**config.mk**
```make
export PLATFORM = sky130hd
export DESIGN_NAME = serial_dac_cmd_decoder
export DESIGN_NICKNAME = d
export VERILOG_FILES = /design/src/rtl/sdac_pkg.sv /design/src/rtl/sdac_word_shifter.sv /design/src/rtl/sdac_field_decode.sv /design/src/rtl/serial_dac_cmd_decoder.sv
export SDC_FILE = /design/constraint.sdc
export NUM_CORES = 1
export LEC_CHECK = 0
export ABC_AREA = 0
export BUFFER_PORTS_ARGS = -buffer_cell sky130_fd_sc_hd__buf_2
export CORE_MARGIN = 10
export CORE_UTILIZATION = 40
export CTS_BUF_LIST = sky130_fd_sc_hd__clkbuf_4 sky130_fd_sc_hd__clkbuf_8
export CTS_CLUSTER_SIZE = 20
export DETAILED_ROUTE_END_ITERATION = 6
export GPL_TIMING_DRIVEN = 0
export SETUP_SLACK_MARGIN = 0.3
export SKIP_CTS_REPAIR_TIMING = 1
export SLEW_MARGIN = 40
export SYNTH_ARGS = -nofsm -noshare
export SYNTH_HDL_FRONTEND = slang
export SYNTH_SLANG_ARGS = --single-unit
```
**constraint.sdc**
```tcl
create_clock -name clk -period 2.8 [get_ports clk]
set_input_delay 0.56 -clock clk [delete_from_list [all_inputs] [get_ports clk]]
set_output_delay 0.56 -clock clk [all_outputs]
set_load 0.01 [all_outputs]
```
**src/rtl/sdac_pkg.sv**
```systemverilog
package sdac_pkg;
    typedef enum logic [1:0] {
        ACT_NONE = 2'd0,
        ACT_DAC  = 2'd1,
        ACT_GAIN = 2'd2,
        ACT_MUX  = 2'd3
    } act_e;
endpackage

```
**src/rtl/sdac_word_shifter.sv**
```systemverilog
module sdac_word_shifter #(
    parameter int WORD_W = 24
) (
    input  logic              clk,
    input  logic              rst_n,
    input  logic              ser_clk,
    input  logic              ser_dat,
    input  logic              ser_frame,
    output logic [WORD_W-1:0] word,
    output logic              frame_end,
    output logic              word_done
);
    localparam int CNT_W = $clog2(WORD_W + 2);
    localparam logic [CNT_W-1:0] CNT_FULL = CNT_W'(WORD_W);
    localparam logic [CNT_W-1:0] CNT_SAT  = CNT_W'(WORD_W + 1);

    typedef struct packed {
        logic              sclk;
        logic              frame;
        logic [WORD_W-1:0] sh;
        logic [CNT_W-1:0]  cnt;
    } st_t;

    st_t st_q, st_d;
    logic rise;
    logic start;
    logic [CNT_W-1:0] base;

    always_comb begin
        st_d       = st_q;
        st_d.sclk  = ser_clk;
        st_d.frame = ser_frame;
        rise       = ser_clk & ~st_q.sclk;
        start      = ser_frame & ~st_q.frame;
        base       = start ? '0 : st_q.cnt;
        st_d.cnt   = base;
        if (ser_frame && rise) begin
            st_d.sh  = {st_q.sh[WORD_W-2:0], ser_dat};
            st_d.cnt = (base == CNT_SAT) ? CNT_SAT : base + 1'b1;
        end
        frame_end = st_q.frame & ~ser_frame;
        word_done = frame_end && (st_q.cnt == CNT_FULL);
        word      = st_q.sh;
    end

    always_ff @(posedge clk) begin
        if (!rst_n) begin
            st_q <= '0;
        end else begin
            st_q <= st_d;
        end
    end

    assert_cnt_bound_R4: assert property (@(posedge clk) disable iff (!rst_n)
        st_q.cnt <= CNT_SAT);
    assert_done_needs_full_R4: assert property (@(posedge clk) disable iff (!rst_n)
        word_done |-> (st_q.cnt == CNT_FULL));
endmodule

```
**src/rtl/sdac_field_decode.sv**
```systemverilog
module sdac_field_decode
    import sdac_pkg::*;
#(
    parameter int BOARD_W  = 4,
    parameter int PKG_W    = 4,
    parameter int CHAN_W   = 2,
    parameter int VAL_W    = 12,
    parameter int VIDEO_PKG_BASE = 12,
    parameter int MUX_OUTS = 24,
    localparam int WORD_W  = BOARD_W + PKG_W + CHAN_W + 2 + VAL_W
) (
    input  logic [WORD_W-1:0]  word,
    input  logic [BOARD_W-1:0] jumper,
    input  logic               is_video,
    output act_e               act,
    output logic [PKG_W-1:0]   pkg,
    output logic [CHAN_W-1:0]  chan,
    output logic [VAL_W-1:0]   val
);
    localparam int MODE_LO  = VAL_W;
    localparam int CHAN_LO  = VAL_W + 2;
    localparam int PKG_LO   = CHAN_LO + CHAN_W;
    localparam int BOARD_LO = PKG_LO + PKG_W;

    logic [BOARD_W-1:0] board;
    logic [1:0]         mode;
    logic               video_pkg;

    always_comb begin
        board     = word[BOARD_LO +: BOARD_W];
        pkg       = word[PKG_LO +: PKG_W];
        chan      = word[CHAN_LO +: CHAN_W];
        mode      = word[MODE_LO +: 2];
        val       = word[VAL_W-1:0];
        video_pkg = (pkg >= PKG_W'(VIDEO_PKG_BASE));
        act       = ACT_NONE;
        if (board == jumper) begin
            case (mode)
                2'b00: if (video_pkg == is_video) act = ACT_DAC;
                2'b11: begin
                    if (video_pkg) begin
                        if (is_video) act = ACT_GAIN;
                    end else if (!is_video && (val < VAL_W'(MUX_OUTS))) begin
                        act = ACT_MUX;
                    end
                end
                default: act = ACT_NONE;
            endcase
        end
    end
endmodule

```
**src/rtl/serial_dac_cmd_decoder.sv**
```systemverilog
module serial_dac_cmd_decoder
    import sdac_pkg::*;
#(
    parameter int BOARD_W  = 4,
    parameter int PKG_W    = 4,
    parameter int CHAN_W   = 2,
    parameter int VAL_W    = 12,
    parameter int GAIN_W   = 4,
    parameter int VIDEO_PKG_BASE = 12,
    parameter int MUX_OUTS = 24,
    localparam int SEL_W   = $clog2(MUX_OUTS)
) (
    input  logic               clk,
    input  logic               rst_n,
    input  logic               ser_clk,
    input  logic               ser_dat,
    input  logic               ser_frame,
    input  logic [BOARD_W-1:0] jumper,
    input  logic               brd_is_video,
    output logic               dac_load,
    output logic [PKG_W-1:0]   dac_pkg,
    output logic [CHAN_W-1:0]  dac_chan,
    output logic [VAL_W-1:0]   dac_val,
    output logic               gain_load,
    output logic [GAIN_W-1:0]  gain_ch0,
    output logic [GAIN_W-1:0]  gain_ch1,
    output logic               mux_load,
    output logic [SEL_W-1:0]   mux_sel
);
    localparam int WORD_W = BOARD_W + PKG_W + CHAN_W + 2 + VAL_W;

    typedef struct packed {
        logic              dac_load;
        logic [PKG_W-1:0]  pkg;
        logic [CHAN_W-1:0] chan;
        logic [VAL_W-1:0]  val;
        logic              gain_load;
        logic [GAIN_W-1:0] g0;
        logic [GAIN_W-1:0] g1;
        logic              mux_load;
        logic [SEL_W-1:0]  sel;
    } out_t;

    logic [WORD_W-1:0] word;
    logic              frame_end;
    logic              word_done;
    act_e              act;
    logic [PKG_W-1:0]  f_pkg;
    logic [CHAN_W-1:0] f_chan;
    logic [VAL_W-1:0]  f_val;
    out_t              o_q, o_d;

    sdac_word_shifter #(.WORD_W(WORD_W)) u_shift (
        .clk       (clk),
        .rst_n     (rst_n),
        .ser_clk   (ser_clk),
        .ser_dat   (ser_dat),
        .ser_frame (ser_frame),
        .word      (word),
        .frame_end (frame_end),
        .word_done (word_done)
    );

    sdac_field_decode #(
        .BOARD_W        (BOARD_W),
        .PKG_W          (PKG_W),
        .CHAN_W         (CHAN_W),
        .VAL_W          (VAL_W),
        .VIDEO_PKG_BASE (VIDEO_PKG_BASE),
        .MUX_OUTS       (MUX_OUTS)
    ) u_decode (
        .word     (word),
        .jumper   (jumper),
        .is_video (brd_is_video),
        .act      (act),
        .pkg      (f_pkg),
        .chan     (f_chan),
        .val      (f_val)
    );

    always_comb begin
        o_d           = o_q;
        o_d.dac_load  = 1'b0;
        o_d.gain_load = 1'b0;
        o_d.mux_load  = 1'b0;
        if (word_done) begin
            case (act)
                ACT_DAC: begin
                    o_d.dac_load = 1'b1;
                    o_d.pkg      = f_pkg;
                    o_d.chan     = f_chan;
                    o_d.val      = f_val;
                end
                ACT_GAIN: begin
                    o_d.gain_load = 1'b1;
                    o_d.g0        = f_val[GAIN_W-1:0];
                    o_d.g1        = f_val[2*GAIN_W-1:GAIN_W];
                end
                ACT_MUX: begin
                    o_d.mux_load = 1'b1;
                    o_d.sel      = f_val[SEL_W-1:0];
                end
                default: ;
            endcase
        end
    end

    always_ff @(posedge clk) begin
        if (!rst_n) begin
            o_q <= '0;
        end else begin
            o_q <= o_d;
        end
    end

    assign dac_load  = o_q.dac_load;
    assign dac_pkg   = o_q.pkg;
    assign dac_chan  = o_q.chan;
    assign dac_val   = o_q.val;
    assign gain_load = o_q.gain_load;
    assign gain_ch0  = o_q.g0;
    assign gain_ch1  = o_q.g1;
    assign mux_load  = o_q.mux_load;
    assign mux_sel   = o_q.sel;

    assert_one_pulse_R10: assert property (@(posedge clk) disable iff (!rst_n)
        $onehot0({dac_load, gain_load, mux_load}));
    assert_after_end_R10: assert property (@(posedge clk) disable iff (!rst_n)
        (dac_load || gain_load || mux_load) |-> $past(frame_end));
    assert_pulse_once_R10: assert property (@(posedge clk) disable iff (!rst_n)
        (dac_load || gain_load || mux_load) |=> !(dac_load || gain_load || mux_load));
    assert_mux_range_R8: assert property (@(posedge clk) disable iff (!rst_n)
        mux_load |-> (int'(mux_sel) < MUX_OUTS));
    assert_dac_side_R6: assert property (@(posedge clk) disable iff (!rst_n)
        dac_load |-> ((dac_pkg >= PKG_W'(VIDEO_PKG_BASE)) == $past(brd_is_video)));
    assert_gain_video_R7: assert property (@(posedge clk) disable iff (!rst_n)
        gain_load |-> $past(brd_is_video));
endmodule

```
# Yosys cells after proc, flatten, opt, wreduce, memory -nomap -nowiden
# Cells that the tools add are included.
# totals
output_inout_bits	34
regBits	65
in_bits	10
# classes
eq_ne	8
muxes	12
reduce_logical	9
magnitude_cmp	2
addsub	1
bitwise_logic	6
# op_table
op	n
$mux 19	1
$mux 5	3
$lt 12x5->1 const B	1
$eq 5x5->1 const B	2
$mux 9	1
$mux 2	4
$reduce_and 2->1	4
$eq 2x2->1 const B	3
$mux 6	1
$add 5x1->5 const B	1
$eq 4x4->1	1
$ge 4x4->1 const B	1
$pmux 2 s2	1
$and 1x1->1	3
$logic_and 1x1->1	3
$not 1->1	3
$eq 2x1->1 const B	1
$logic_not 2->1	1
$eq 1x1->1	1
$logic_not 1->1	1
$mux 1	1

# Logic depth before layout (Yosys ltp)
# depth
word_depth	8
depth_mapped	8

# Modules after synthesis
# Synthesis repeated with hierarchy kept, for this count alone.
# hier_totals
cells_unflattened	337
area_unflattened_um2	2960.3
# by_module_without_submodules
module	instances	cells_each	area_each_um2
sdac_word_shifter	1	164	1406.3
serial_dac_cmd_decoder	1	132	1272.5
sdac_field_decode	1	41	281.5

# Worst setup path before layout
# No wires, ideal clock.
# synth_path
kind	reg-to-reg
from	register u_shift.st_q, in the netlist u_shift.word[12]
to	register o_q, in the netlist dac_val[0]
setup_ns	0.072
t_arrival_ns	2.291
path_stages_with_launch	9
t_required_ns	2.728
n_path_buf	2
slack_ns	0.437
synth_period_minus_slack_ns	2.363
path_cell_list	dfxtp_1 > inv_1 > ha_1 > or4b_1 > or3_4 > nor4b_1 > buf_4 > buf_6 > mux2i_1
# synth_between
elab_chain_cells	5
# synth_lines
element	line	rtl
start: declaration	sdac_word_shifter.sv:24	st_t st_q, st_d;
start signal: assignment	sdac_word_shifter.sv:50	st_q <= st_d;
$eq 2x2->1 / $logic_not 2->1 (equally long branches)	sdac_field_decode.sv:38	case (mode)
$pmux 2 s2 *	sdac_field_decode.sv:38	
$mux 2 *	sdac_field_decode.sv:37	if (board == jumper) begin
$eq 2x1->1 *	serial_dac_cmd_decoder.sv:87	case (act)
$reduce_and 2->1 (no source line) *	-	
end signal: assignment	serial_dac_cmd_decoder.sv:110	o_q <= '0;
end signal: assignment	serial_dac_cmd_decoder.sv:112	o_q <= o_d;
end: declaration	serial_dac_cmd_decoder.sv:51	out_t o_q, o_d;
# Every way passes the cells marked *; elsewhere a longest branch is shown, timed or not.
# A chain may end at the register's enable or synchronous reset.

# Worst setup path in the final report
# layout_path
from	register u_shift.st_q, in the netlist u_shift.word[12]
to	register o_q, in the netlist gain_ch1[0]
# layout_between
elab_chain_cells	5
# layout_lines
element	line
$eq 2x2->1 / $logic_not 2->1 (equally long branches)	sdac_field_decode.sv:38
$pmux 2 s2 *	sdac_field_decode.sv:38
$mux 2 *	sdac_field_decode.sv:37
$eq 2x2->1 *	serial_dac_cmd_decoder.sv:87
$reduce_and 2->1 (no source line) *	-
# Marked as above.

==> metrics <==
Routed WL per cell=13.9 um; Post-DRT Antenna Nets=0; Vias=2136; Max-Cap Viols=0; initial antenna violation count=0; total wire length=5990 um; commonest non-fill, non-tap cell in the layout=nand2_1; placed cell count=414; Die X-Extent=102 um; hold path startpoint=dac_pkg[2]; clock sink count=65; CORE AREA=6420 um^2; reg-to-reg endpoint=gain_ch1[0]; Hold Slack=450 ps; fraction of layout instances using a drive strength above 1=19.5%; input/output buffers=42; Worst slew margin=52.7%; Max Used Layer=met4; Initial Util=41.4%; synth-to-layout area growth=19.3%; worst path required time=3030 ps; Detail Placement HPWL=4300 um; post-DR vias/cell=4.96; cells after synthesis=295; worst reg2reg path startpoint=u_shift.word[12]; setup slack, reg-to-reg=370 ps; hold path cells=2; Synthesized Nets=309; vias in the first global route=2088; Clock Root Buffer=clkbuf_8; total iterations of the first detailed-routing run=4; layout net count=367; met3 wire len=444 um; Sequential Power Share=57.4%; # diodes=0; Fmax=411 MHz; crit end category=register; # IOs=44; fin util=49.4%; die outline height=102 um; Setup Viol. Count Final=0; clock share of power=38.6%; FP Rows=29; RSZ-0062 raised after global routing=true; CTS tree=yes; post-synthesis adder-cell area fraction=1.88%; PD cells=510 nW/um^2; worst-path maximum fanout=8; CTS H-Tree Depth=3; DRT met1 WL=2810 um; Hold Crit Endpoint=dac_pkg[2]; simple-gate area share of the yosys netlist=22.0%; critical path arrival=2660 ps; yosys warns=0; reg2reg path depth=7; pin count of the biggest net entering global routing=11; Placer Congestion=0.828; final hold viol count=0; internal power=1.26 mW; first-pass GRT wire length=10000 um; DRT iter0 DRCs=74; syn avg cell area=9.02 um^2; Sw Ratio=22.5%; largest family of logic cells by synthesized area=simple AND/OR/NAND/NOR gates; Pwr Total=1.62 mW; Sw Pwr=365 uW; clk_lat worst skew=340 ps; DIE AREA=10300 um^2; Worst Skew=6.23 ps; total clock buffers created by CTS=9; Synth Cell Area=2660 um^2; Hold Path Class=reg2reg; Seq/Total Area, Yosys=48.9%; xor and xnor area share after synthesis=1.97%; Max VDD drop=298 uV; #FFs+latches synth=65; outcome=finished, final reports clean; met2 wire len=2610 um; Synth Area in Compound Gates=9.83%; post-route minimum period=2430 ps; most frequent cells in the layout=100 x nand2_1, 63 x dfxtp_1, 42 x buf_2; Post-Layout Cell Count=431; Worst setup SP type=register; Lkg Pwr=1.25 nW; critical path type=reg2reg; mux contribution to synthesized area=11.7%; Comb power frac=4.0%; Congestion Overflow GR=0; slew at the pin with the worst max-slew slack=708 ps; Clock Path Buffers=2; drt drc=0; Worst-path clk slew=60 ps; GRT Overall Usage=12.3%; period utilization=86.9%; Slew Viols, Final=0; Final TNS setup=0 ps; Unique masters post-synth=37
==> per-layer routing <==
metal,vias up,GRT usage [%]
met5,-,0
met3,12,4.29
met1,984,15.3
li1,1093,-
met2,47,18.3
met4,0,6.60
==> final cells by class <==
| class | instances | area, um^2 |
|---|---|---|
| multi-input combinational | 208 | 1270 |
| clock buffer | 10 | 131 |
| inverter | 5 | 18.8 |
| sequential | 65 | 1300 |
| timing repair buffer | 47 | 251 |
| fill | 638 | 3250 |
| tap | 77 | 96.3 |
| buffer | 17 | 95.1 |
| clock inverter | 2 | 10.0 |
==> power by group through the flow <==
stage               clock (mW)  sequential (mW)  combinational [mW]
CTS                      0.647            0.930              0.0645
finish                   0.626            0.930              0.0641
floorplan                    0            0.950              0.0403
global route             0.678            0.930              0.0711
global placement             0            0.950              0.0642
detailed placement           0            0.951              0.0644
==> sequential cells by signal, indices dropped and copies added (netlist names) <==
signal        cells
u_shift.st_q      7
dac_chan          2
gain_ch1          4
mux_load          1
gain_ch0          4
gain_load         1
u_shift.word     24
dac_val          12
dac_pkg           4
dac_load          1
mux_sel           5
==> cells in the mapped netlist (all sizes together) <==
cell    number  area [um^2]
a211oi       2         20.0
a21boi      24          180
a21oi        4         20.0
a31oi        1         6.26
and2         3         18.8
and3b        1         8.76
and4b        1         10.0
buf          5         37.5
clkbuf      12         45.0
dfxtp       65         1300
ha           4         50.1
inv          5         18.8
mux2i       31          310
nand2      100          375
nand2b       1         6.26
nand3        2         10.0
nand3b       2         15.0
nand4        5         31.3
nand4b       1         8.76
nor2         3         11.3
nor2b        2         12.5
nor3         2         10.0
nor3b        1         7.51
nor4b        2         17.5
o211a        1         10.0
o211ai       2         15.0
o21ai        2         10.0
or2          1         6.26
or3          2         17.5
or4          1         7.51
or4b         1         10.0
xnor2        4         35.0
xor2         2         17.5
==> per-stage QoR <==
stage | worst slack, ps | instance area (um^2)
detailed placement | 160 | 2970
global placement | 177 | 2970
global route | 279 | 3180
CTS | 133 | 3110
floorplan | 437 | 2660
finish | 367 | 3180
==> worst max path at each step <==
| stage | startpoint | endpoint | slack [ps] | cells after the start |
|---|---|---|---|---|
| after global routing | u_shift.word[12] | mux_sel[3] | 280 | 6 |
| after global placement | u_shift.word[12] | dac_val[3] | 180 | 8 |
| final | u_shift.word[12] | gain_ch1[0] | 370 | 7 |
| after detailed placement | u_shift.word[12] | dac_val[2] | 160 | 8 |
| after floorplan | u_shift.word[12] | dac_val[0] | 440 | 8 |
| after CTS | u_shift.word[12] | dac_val[2] | 130 | 8 |
==> critical path, cell delays in order (launching register included) <==
cell and delay (ps):
dfxtp_2 360, inv_1 50, ha_1 270, or4b_1 460
or3_4 370, or4_4 540, buf_12 170, mux2i_1 110
==> cell families after synthesis <==
family          Yosys count
flops                    65
compound gates           36
buf+inv                  22
mux                      31
fa+ha+maj                 4
simple gates            131
xor+xnor                  6
Note: power is estimated with default switching activity, not from simulation.
